<file path="src/rtl/sio_cfg_pkg.sv">
package sio_cfg_pkg;

  localparam int BYTE_W = 8;

  localparam logic [BYTE_W-1:0] KEY_ENTER = 8'h87;
  localparam logic [BYTE_W-1:0] KEY_EXIT  = 8'hAA;
  localparam logic [BYTE_W-1:0] LOCKED_RD = 8'hFF;

  // Register indices
  localparam logic [BYTE_W-1:0] IX_LDSEL  = 8'h07;
  localparam logic [BYTE_W-1:0] IX_DEV_HI = 8'h20;
  localparam logic [BYTE_W-1:0] IX_DEV_LO = 8'h21;
  localparam logic [BYTE_W-1:0] IX_REV    = 8'h22;
  localparam logic [BYTE_W-1:0] IX_VEN_HI = 8'h23;
  localparam logic [BYTE_W-1:0] IX_VEN_LO = 8'h24;
  localparam logic [BYTE_W-1:0] IX_ACT    = 8'h30;
  localparam logic [BYTE_W-1:0] IX_BASE_H = 8'h60;
  localparam logic [BYTE_W-1:0] IX_BASE_L = 8'h61;

  typedef enum logic [1:0] {
    KS_IDLE = 2'd0,
    KS_HALF = 2'd1,
    KS_OPEN = 2'd2
  } key_state_e;

  function automatic logic [15:0] window_base(input bit alt);
    return alt ? 16'h004E : 16'h002E;
  endfunction

  // Readback value of one configuration register
  function automatic logic [BYTE_W-1:0] cfg_read(
    input logic [BYTE_W-1:0] idx,
    input logic [BYTE_W-1:0] ldn,
    input logic [BYTE_W-1:0] mon_ldn,
    input logic              act,
    input logic [15:0]       base,
    input logic [15:0]       dev_id,
    input logic [BYTE_W-1:0] rev,
    input logic [15:0]       ven_id
  );
    logic bank;
    bank = (ldn == mon_ldn);
    case (idx)
      IX_LDSEL:  return ldn;
      IX_DEV_HI: return dev_id[15:8];
      IX_DEV_LO: return dev_id[7:0];
      IX_REV:    return rev;
      IX_VEN_HI: return ven_id[15:8];
      IX_VEN_LO: return ven_id[7:0];
      IX_ACT:    return bank ? {7'd0, act} : 8'h00;
      IX_BASE_H: return bank ? base[15:8] : 8'h00;
      IX_BASE_L: return bank ? base[7:0] : 8'h00;
      default:   return 8'h00;
    endcase
  endfunction

endpackage

</file>
<file path="src/rtl/sio_key_fsm.sv">
module sio_key_fsm
  import sio_cfg_pkg::*;
(
  input  logic              clk,
  input  logic              rst_n,
  input  logic              idx_wr,
  input  logic [BYTE_W-1:0] wdata,
  output logic              unlocked,
  output logic              key_enter,
  output logic              key_exit
);

  key_state_e state_q, state_d;

  assign key_enter = (state_q == KS_HALF) && idx_wr && (wdata == KEY_ENTER);
  assign key_exit  = (state_q == KS_OPEN) && idx_wr && (wdata == KEY_EXIT);
  assign unlocked  = (state_q == KS_OPEN);

  always_comb begin
    state_d = state_q;
    case (state_q)
      KS_IDLE: if (idx_wr && wdata == KEY_ENTER) state_d = KS_HALF;
      KS_HALF: if (idx_wr) state_d = (wdata == KEY_ENTER) ? KS_OPEN : KS_IDLE;
      KS_OPEN: if (key_exit) state_d = KS_IDLE;
      default: state_d = KS_IDLE;
    endcase
  end

  always_ff @(posedge clk) begin
    if (!rst_n) state_q <= KS_IDLE;
    else        state_q <= state_d;
  end

endmodule

</file>
<file path="src/rtl/sio_cfg_regs.sv">
module sio_cfg_regs
  import sio_cfg_pkg::*;
#(
  parameter logic [7:0] MON_LDN = 8'h04
) (
  input  logic              clk,
  input  logic              rst_n,
  input  logic              idx_wr,
  input  logic              dat_wr,
  input  logic              unlocked,
  input  logic [BYTE_W-1:0] wdata,
  output logic [BYTE_W-1:0] index,
  output logic [BYTE_W-1:0] ldn,
  output logic              mon_active,
  output logic [15:0]       mon_base
);

  logic store_idx, store_dat, bank_sel;

  assign store_idx = idx_wr && unlocked && (wdata != KEY_EXIT);
  assign store_dat = dat_wr && unlocked;
  assign bank_sel  = (ldn == MON_LDN);

  always_ff @(posedge clk) begin
    if (!rst_n) begin
      index      <= '0;
      ldn        <= '0;
      mon_active <= 1'b0;
      mon_base   <= '0;
    end else begin
      if (store_idx) index <= wdata;
      if (store_dat) begin
        if (index == IX_LDSEL) ldn <= wdata;
        if (bank_sel) begin
          if (index == IX_ACT)    mon_active     <= wdata[0];
          if (index == IX_BASE_H) mon_base[15:8] <= wdata;
          if (index == IX_BASE_L) mon_base[7:0]  <= wdata;
        end
      end
    end
  end

endmodule

</file>
<file path="src/rtl/sio_cfg_rdmux.sv">
module sio_cfg_rdmux
  import sio_cfg_pkg::*;
#(
  parameter logic [7:0]  MON_LDN   = 8'h04,
  parameter logic [15:0] DEV_ID    = 16'h0406,
  parameter logic [7:0]  REVISION  = 8'h01,
  parameter logic [15:0] VENDOR_ID = 16'h1934
) (
  input  logic [BYTE_W-1:0] index,
  input  logic [BYTE_W-1:0] ldn,
  input  logic              mon_active,
  input  logic [15:0]       mon_base,
  output logic [BYTE_W-1:0] sel_data
);

  always_comb
    sel_data = cfg_read(index, ldn, MON_LDN, mon_active, mon_base,
                        DEV_ID, REVISION, VENDOR_ID);

endmodule

</file>
<file path="src/rtl/sio_cfg_port.sv">
module sio_cfg_port
  import sio_cfg_pkg::*;
#(
  parameter int          ADDR_W    = 16,
  parameter bit          ALT_BASE  = 1'b0,
  parameter logic [7:0]  MON_LDN   = 8'h04,
  parameter logic [15:0] DEV_ID    = 16'h0406,
  parameter logic [7:0]  REVISION  = 8'h01,
  parameter logic [15:0] VENDOR_ID = 16'h1934
) (
  input  logic              clk,
  input  logic              rst_n,
  input  logic [ADDR_W-1:0] io_addr,
  input  logic              io_wr,
  input  logic              io_rd,
  input  logic [7:0]        io_wdata,
  output logic [7:0]        io_rdata,
  output logic              unlocked,
  output logic              mon_active,
  output logic [15:0]       mon_base
);

  localparam logic [ADDR_W-1:0] IDX_PORT = ADDR_W'(window_base(ALT_BASE));
  localparam logic [ADDR_W-1:0] DAT_PORT = IDX_PORT + ADDR_W'(1);

  logic hit_idx, hit_dat;
  logic idx_wr, dat_wr, idx_rd, dat_rd;
  logic key_enter, key_exit;
  logic [BYTE_W-1:0] index, ldn, sel_data;

  assign hit_idx = (io_addr == IDX_PORT);
  assign hit_dat = (io_addr == DAT_PORT);
  assign idx_wr  = io_wr && hit_idx;
  assign dat_wr  = io_wr && hit_dat;
  assign idx_rd  = io_rd && hit_idx;
  assign dat_rd  = io_rd && hit_dat;

  sio_key_fsm u_key (
    .clk       (clk),
    .rst_n     (rst_n),
    .idx_wr    (idx_wr),
    .wdata     (io_wdata),
    .unlocked  (unlocked),
    .key_enter (key_enter),
    .key_exit  (key_exit)
  );

  sio_cfg_regs #(.MON_LDN(MON_LDN)) u_regs (
    .clk        (clk),
    .rst_n      (rst_n),
    .idx_wr     (idx_wr),
    .dat_wr     (dat_wr),
    .unlocked   (unlocked),
    .wdata      (io_wdata),
    .index      (index),
    .ldn        (ldn),
    .mon_active (mon_active),
    .mon_base   (mon_base)
  );

  sio_cfg_rdmux #(
    .MON_LDN   (MON_LDN),
    .DEV_ID    (DEV_ID),
    .REVISION  (REVISION),
    .VENDOR_ID (VENDOR_ID)
  ) u_rdmux (
    .index      (index),
    .ldn        (ldn),
    .mon_active (mon_active),
    .mon_base   (mon_base),
    .sel_data   (sel_data)
  );

  always_ff @(posedge clk) begin
    if (!rst_n)      io_rdata <= LOCKED_RD;
    else if (dat_rd) io_rdata <= unlocked ? sel_data : LOCKED_RD;
    else if (idx_rd) io_rdata <= unlocked ? index : LOCKED_RD;
  end

endmodule

</file>
<file path="config.mk">
export PLATFORM = sky130hd
export DESIGN_NAME = sio_cfg_port
export DESIGN_NICKNAME = d
export VERILOG_FILES = /design/src/rtl/sio_cfg_pkg.sv /design/src/rtl/sio_key_fsm.sv /design/src/rtl/sio_cfg_regs.sv /design/src/rtl/sio_cfg_rdmux.sv /design/src/rtl/sio_cfg_port.sv
export SDC_FILE = /design/constraint.sdc
export NUM_CORES = 1
export LEC_CHECK = 0
export ABC_AREA = 1
export BUFFER_PORTS_ARGS = -buffer_cell sky130_fd_sc_hd__buf_2
export CORE_UTILIZATION = 39
export DETAILED_ROUTE_END_ITERATION = 8
export PLACE_DENSITY = 0.71
export SLEW_MARGIN = 10
export SYNTH_ARGS = -nofsm -noshare
export SYNTH_HDL_FRONTEND = slang
export SYNTH_SLANG_ARGS = --single-unit
</file>
<file path="constraint.sdc">
create_clock -name clk -period 1.45 [get_ports clk]
set_input_delay 0.0725 -clock clk [delete_from_list [all_inputs] [get_ports clk]]
set_output_delay 0.0725 -clock clk [all_outputs]
set_load 0.005 [all_outputs]
</file>
[Yosys cells after proc, flatten, opt, wreduce, memory -nomap -nowiden]
Cells that the tools add are included.
Operators by class
  equal/unequal tests: 20
  mux-type cells: 13
  reductions and logical operators: 16
Operators by type and width (number)
  $pmux W8 S9: 1
  $eq A8 B6 Y1 const B: 6
  $mux W8: 6
  $eq A16 B6 Y1 const B: 2
  $eq A8 B3 Y1 const B: 2
  $eq A8 B7 Y1 const B: 2
  $eq A8 B8 Y1 const B: 2
  $reduce_and A3 Y1: 4
  $logic_and A1 B1 Y1: 9
  $mux W2: 4
  $ne A8 B8 Y1 const B: 1
  $ne A2 B1 Y1 const B: 3
  $pmux W2 S3: 1
  $eq A2 B1 Y1 const B: 1
  $eq A2 B2 Y1 const B: 1
  $logic_not A2 Y1: 1
  $reduce_and A2 Y1: 1
  $reduce_bool A2 Y1: 1
  $mux W1: 1
Storage, ports and cells
  register bits after elaboration: 43
  input port bits: 28
  output and inout port bits: 26
  word-level logic and storage cells: 56

[Logic depth before layout (Yosys ltp)]
  depth after elaboration: 6
  gate-level depth with buffers: 12
  depth with buffers taken out: 12

[Modules after synthesis]
Synthesis repeated with hierarchy kept, for this count alone.
Unflattened totals
  cell total of the unflattened synthesis: 497
  area, all modules: 2932.8 µm²
By module, submodules not included
  sio_cfg_regs: times used 1, cells each 242, area each 1627.8 µm²
  sio_cfg_port: times used 1, cells each 114, area each 649.4 µm²
  sio_cfg_rdmux: times used 1, cells each 105, area each 456.7 µm²
  sio_key_fsm: times used 1, cells each 36, area each 198.9 µm²

[Least setup slack after synthesis]
OpenSTA, ideal clock, no wires.
  path type: register to register
  start point: register u_key.state_q[1]
  end point: register u_regs.mon_base[0]
  library setup time: 0.113 ns
  arrival: 1.262 ns
  required time: 1.337 ns
  slack: 0.075 ns
  stages on the path, launching flop included: 11
  path buffers: 1
  clock period less this slack: 1.375 ns
  path through: dfxtp_1 -> inv_1 -> nor2_4 -> inv_4 -> nor2_8 -> inv_4 -> nor2_8 -> nand3_4 -> buf_6 -> nor2_1 -> nor2_1
On the way
  cells in the longest elaborated chain, start to end: 3
Ends and longest elaborated chain
  start, declared: line sio_key_fsm.sv:13  | key_state_e state_q, state_d;
  start signal, assigned: line sio_key_fsm.sv:31  | else state_q <= state_d;
  $eq A2 B2 Y1: line sio_key_fsm.sv:17  | assign unlocked = (state_q == KS_OPEN);
  named net unlocked: line sio_cfg_port.sv:18  | output logic unlocked,
  $logic_and A1 B1 Y1: line sio_cfg_regs.sv:21  | assign store_dat = dat_wr && unlocked;
  $reduce_and A3 Y1 (no line)
  end signal, assigned: line sio_cfg_regs.sv:37  | if (index == IX_BASE_L) mon_base[7:0] <= wdata;
  end, declared: line sio_cfg_regs.sv:15  | output logic [15:0] mon_base
The timed path passes the listed nets, and every way through them passes these cells.
A chain may end at the register's enable or synchronous reset.

[Worst setup path in the final report]
  start point: register u_key.state_q[1]
  end point: register u_regs.mon_base[12]
On the way
  cells in the longest elaborated chain, start to end: 3
Ends and longest elaborated chain
  $eq A2 B2 Y1: line sio_key_fsm.sv:17
  $logic_and A1 B1 Y1: line sio_cfg_regs.sv:21
  $reduce_and A3 Y1 (no line)
  end signal, assigned: line sio_cfg_regs.sv:36  | if (index == IX_BASE_H) mon_base[15:8] <= wdata;
No other way between the ends.

==> summary.md <==
| Metric | Value |
|---|---|
| Multi-input logic area | 1628 sq um |
| Post-detail-place hpwl | 5375 um |
| MaxCap Viol Count | 0 |
| Skew final | 0.008781 ns |
| Slew Limit Fails | 0 |
| Gr usage total | 20.85% |
| Slew margin rel. | 75.77% |
| Number of global-route vias before repair | 2530 |
| Num CTS Buffers | 5 |
| Num rows | 29 |
| Hold Crit Class | in2reg |
| DR WL/cell | 12.77 um |
| First-pass GRT wire length | 11800 um |
| Final hold violation count | 0 |
| Synthesized area | 2595 sq um |
| Vias after detailed routing | 2808 |
| Final WL | 7356 um |
| Min Tclk post-route | 1.455 ns |
| Initial Util | 40.63% |
| Die area | 6984 sq um |
| Crit start category | flop |
| Pwr dens | 624.3 nW/um^2 |
| Final Power | 2.123 mW |
| H-Tree Depth | 2 |
| FF-to-FF setup slack | -0.005 ns |
| Drc violations | 0 |
| Io pins | 54 |
| Avg Cell Area, Syn | 6.208 sq um |
| Die Width | 83.57 um |
| Worst setup EP type | flop |
| Cells after DPL | 560 |
| P&R area growth vs syn | 31.05% |
| Setup CP Type | reg2reg |
| Largest net degree at the start of global routing | 34 |
| Count of cell types in the netlist | 30 |
| Ant diodes | 0 |
| Filler cells | 641 |
| Register area share after synthesis | 33.17% |
| Fin crit share | 100.4% |
| CTS tree | yes |
| Clock tree buffer depth | 2 |
| Worst path required time | 1.69 ns |
| Leading area contributor after synthesis | dfxtp_1 |
| Leakage power | 1.610 nW |
| RSZ-0062 raised after global routing | yes |
| Root cell of the clock tree | clkbuf_8 |
| Status | complete, but fails checks |
| Worst EP arrival | 1.70 ns |
| Initial drt markers | 222 |
| Final layout net count | 526 |
| Sequential cell area | 878.3 sq um |
| Die H | 83.57 um |
| Largest cells by area after synthesis | dfxtp_1, nand2_1, nor2_1 |
| Maximum VDD drop | 326.5 uV |
| Worst R2R Start | u_key.state_q[1] |
| Gr ovfl total | 0 |
| Worst Hold End | u_regs.ldn[6] |
| Share of the synthesized area in the top cell type | 33.17% |
| Clock Latency Late Sink | 0.30 ns |
| Worst Hold Depth | 3 |
| Top achievable clock speed | 0.6871 GHz |
| Core area | 6386 sq um |
| Routed Antenna Nets | 0 |
| Commonest non-fill, non-tap cell in the layout | nand2_1 |
| Hold path start | io_wdata[6] |
| Layout cells sized above 1 | 32.26% |
| Failing checks | setup timing |
| Clock slew at reported path FFs | 0.09 ns |
| Worst slew pin tran | 0.3602 ns |
| Fin util | 53.25% |
| Place WS | -0.1024 ns |
| Post-synthesis cell count | 418 |
| Port bufs | 53 |
| Syn. warnings | 0 |
| # clock sinks | 43 |
| Seq cells post-synth | 43 |
| Most frequent cells in the layout | nand2_1, nor2_1, buf_2 |
| Syn_nets | 446 |
| Initial antenna violation count | 0 |
| Pre-antenna DRT Iters | 4 |
| FF-to-FF path depth | 10 |
| Setup violators final | 3 |
| Critical R2R Capture | u_regs.mon_base[12] |
| Via density | 4.875 |
| Final Wtd Congestion | 0.8990 |
| Critical-path maximum fanout | 8 |
| PnR worst setup slack | -0.005305 ns |
| Non-Filler Instances | 576 |
## stage by stage
stage	setup TNS (ns)	hold WS [ns]	area (sq um)
2_1_floorplan	0	0.2074	2595
3_3_place_gp	-0.5954	0.4014	3065
3_5_place_dp	-0.7446	0.4049	3065
4_1_cts	-0.0007496	0.08130	3238
5_1_grt	-1.686	0.09565	3401
6_report	-0.01173	0.08759	3401
## logic make-up after synthesis
group                  synth area share, %
AND/OR/NAND/NOR                      48.89
AO/OA/AOI/OAI                        7.425
buffers and inverters                10.51
flip-flops                           33.17
## cell usage after synthesis, drive strengths merged
cell	number
and2	4
nor2	96
nand3	38
nor3b	1
clkbuf	1
o2111a	1
buf	8
nand4	8
nand2	127
a21oi	19
nor3	1
clkinv	1
inv	54
nor4	1
o21ai	15
dfxtp	43
## area by class of cell
cell class                 instances  share of cell area, %
clock buffer                       6                  2.428
clock inverter                     2                 0.4783
inverter                          55                  6.439
multi-input combinational        314                  47.87
sequential                        43                  25.83
tap                               77                  2.833
timing repair buffer              79                  14.13
## sequential cells by signal (all words and copies together), names as in the netlist
signal / count
u_regs.mon_base: 16
io_rdata: 8
u_regs.index: 8
u_regs.mon_active: 1
u_key.state_q: 2
u_regs.ldn: 8
## layer usage
| metal | wire length (um) | part of all wire, % | vias to the layer above | track usage [%] |
|---|---|---|---|---|
| met3 | 373 | 5.1 | 12 | 2.868 |
| met4 | 163 | 2.2 | 0 | 6.626 |
| met5 | 0 | 0 | - | 0 |
| met2 | 3645 | 50 | 58 | 34.89 |
| met1 | 3173 | 43 | 1270 | 27.67 |
| li1 | - | - | 1468 | - |
## how the worst max path moves through the flow
stage                           from                  end  slack (ns)  cells past startpoint
finish              u_key.state_q[1]  u_regs.mon_base[12]      -0.005                     10
global route        u_key.state_q[1]  u_regs.mon_base[12]       -0.13                     10
CTS                  u_regs.index[3]          io_rdata[6]     -0.0007                     10
detailed placement   u_regs.index[3]          io_rdata[6]       -0.10                     11
global placement     u_regs.index[3]          io_rdata[6]       -0.09                     11
floorplan           u_key.state_q[1]   u_regs.mon_base[0]        0.08                     10
## power by group
group,switching (mW),internal [mW],leakage [nW]
clock,0.438,0.389,0.0474
sequential,0.00000315,1.17,0.352
combinational,0.0794,0.0434,1.21
## worst max-delay path, cell delays in order, from the launching register on
cell and delay (ns):
dfxtp_2 0.33, inv_2 0.05, nor2_4 0.13, inv_4 0.06
nor2_8 0.09, inv_4 0.05, nor2_8 0.23, nand3_4 0.21
nand2_2 0.10, nand2_1 0.05, nor2_1 0.09
## what timing repair did
item,4_1_cts,5_1_grt
gates resized for setup,25,31
cloned,0,3
endpoints found under the setup margin,16,30
buffers inserted,1,4
hold buffers,0,0
pin swaps,8,26
No activity file was read; power rests on OpenSTA's default activity.
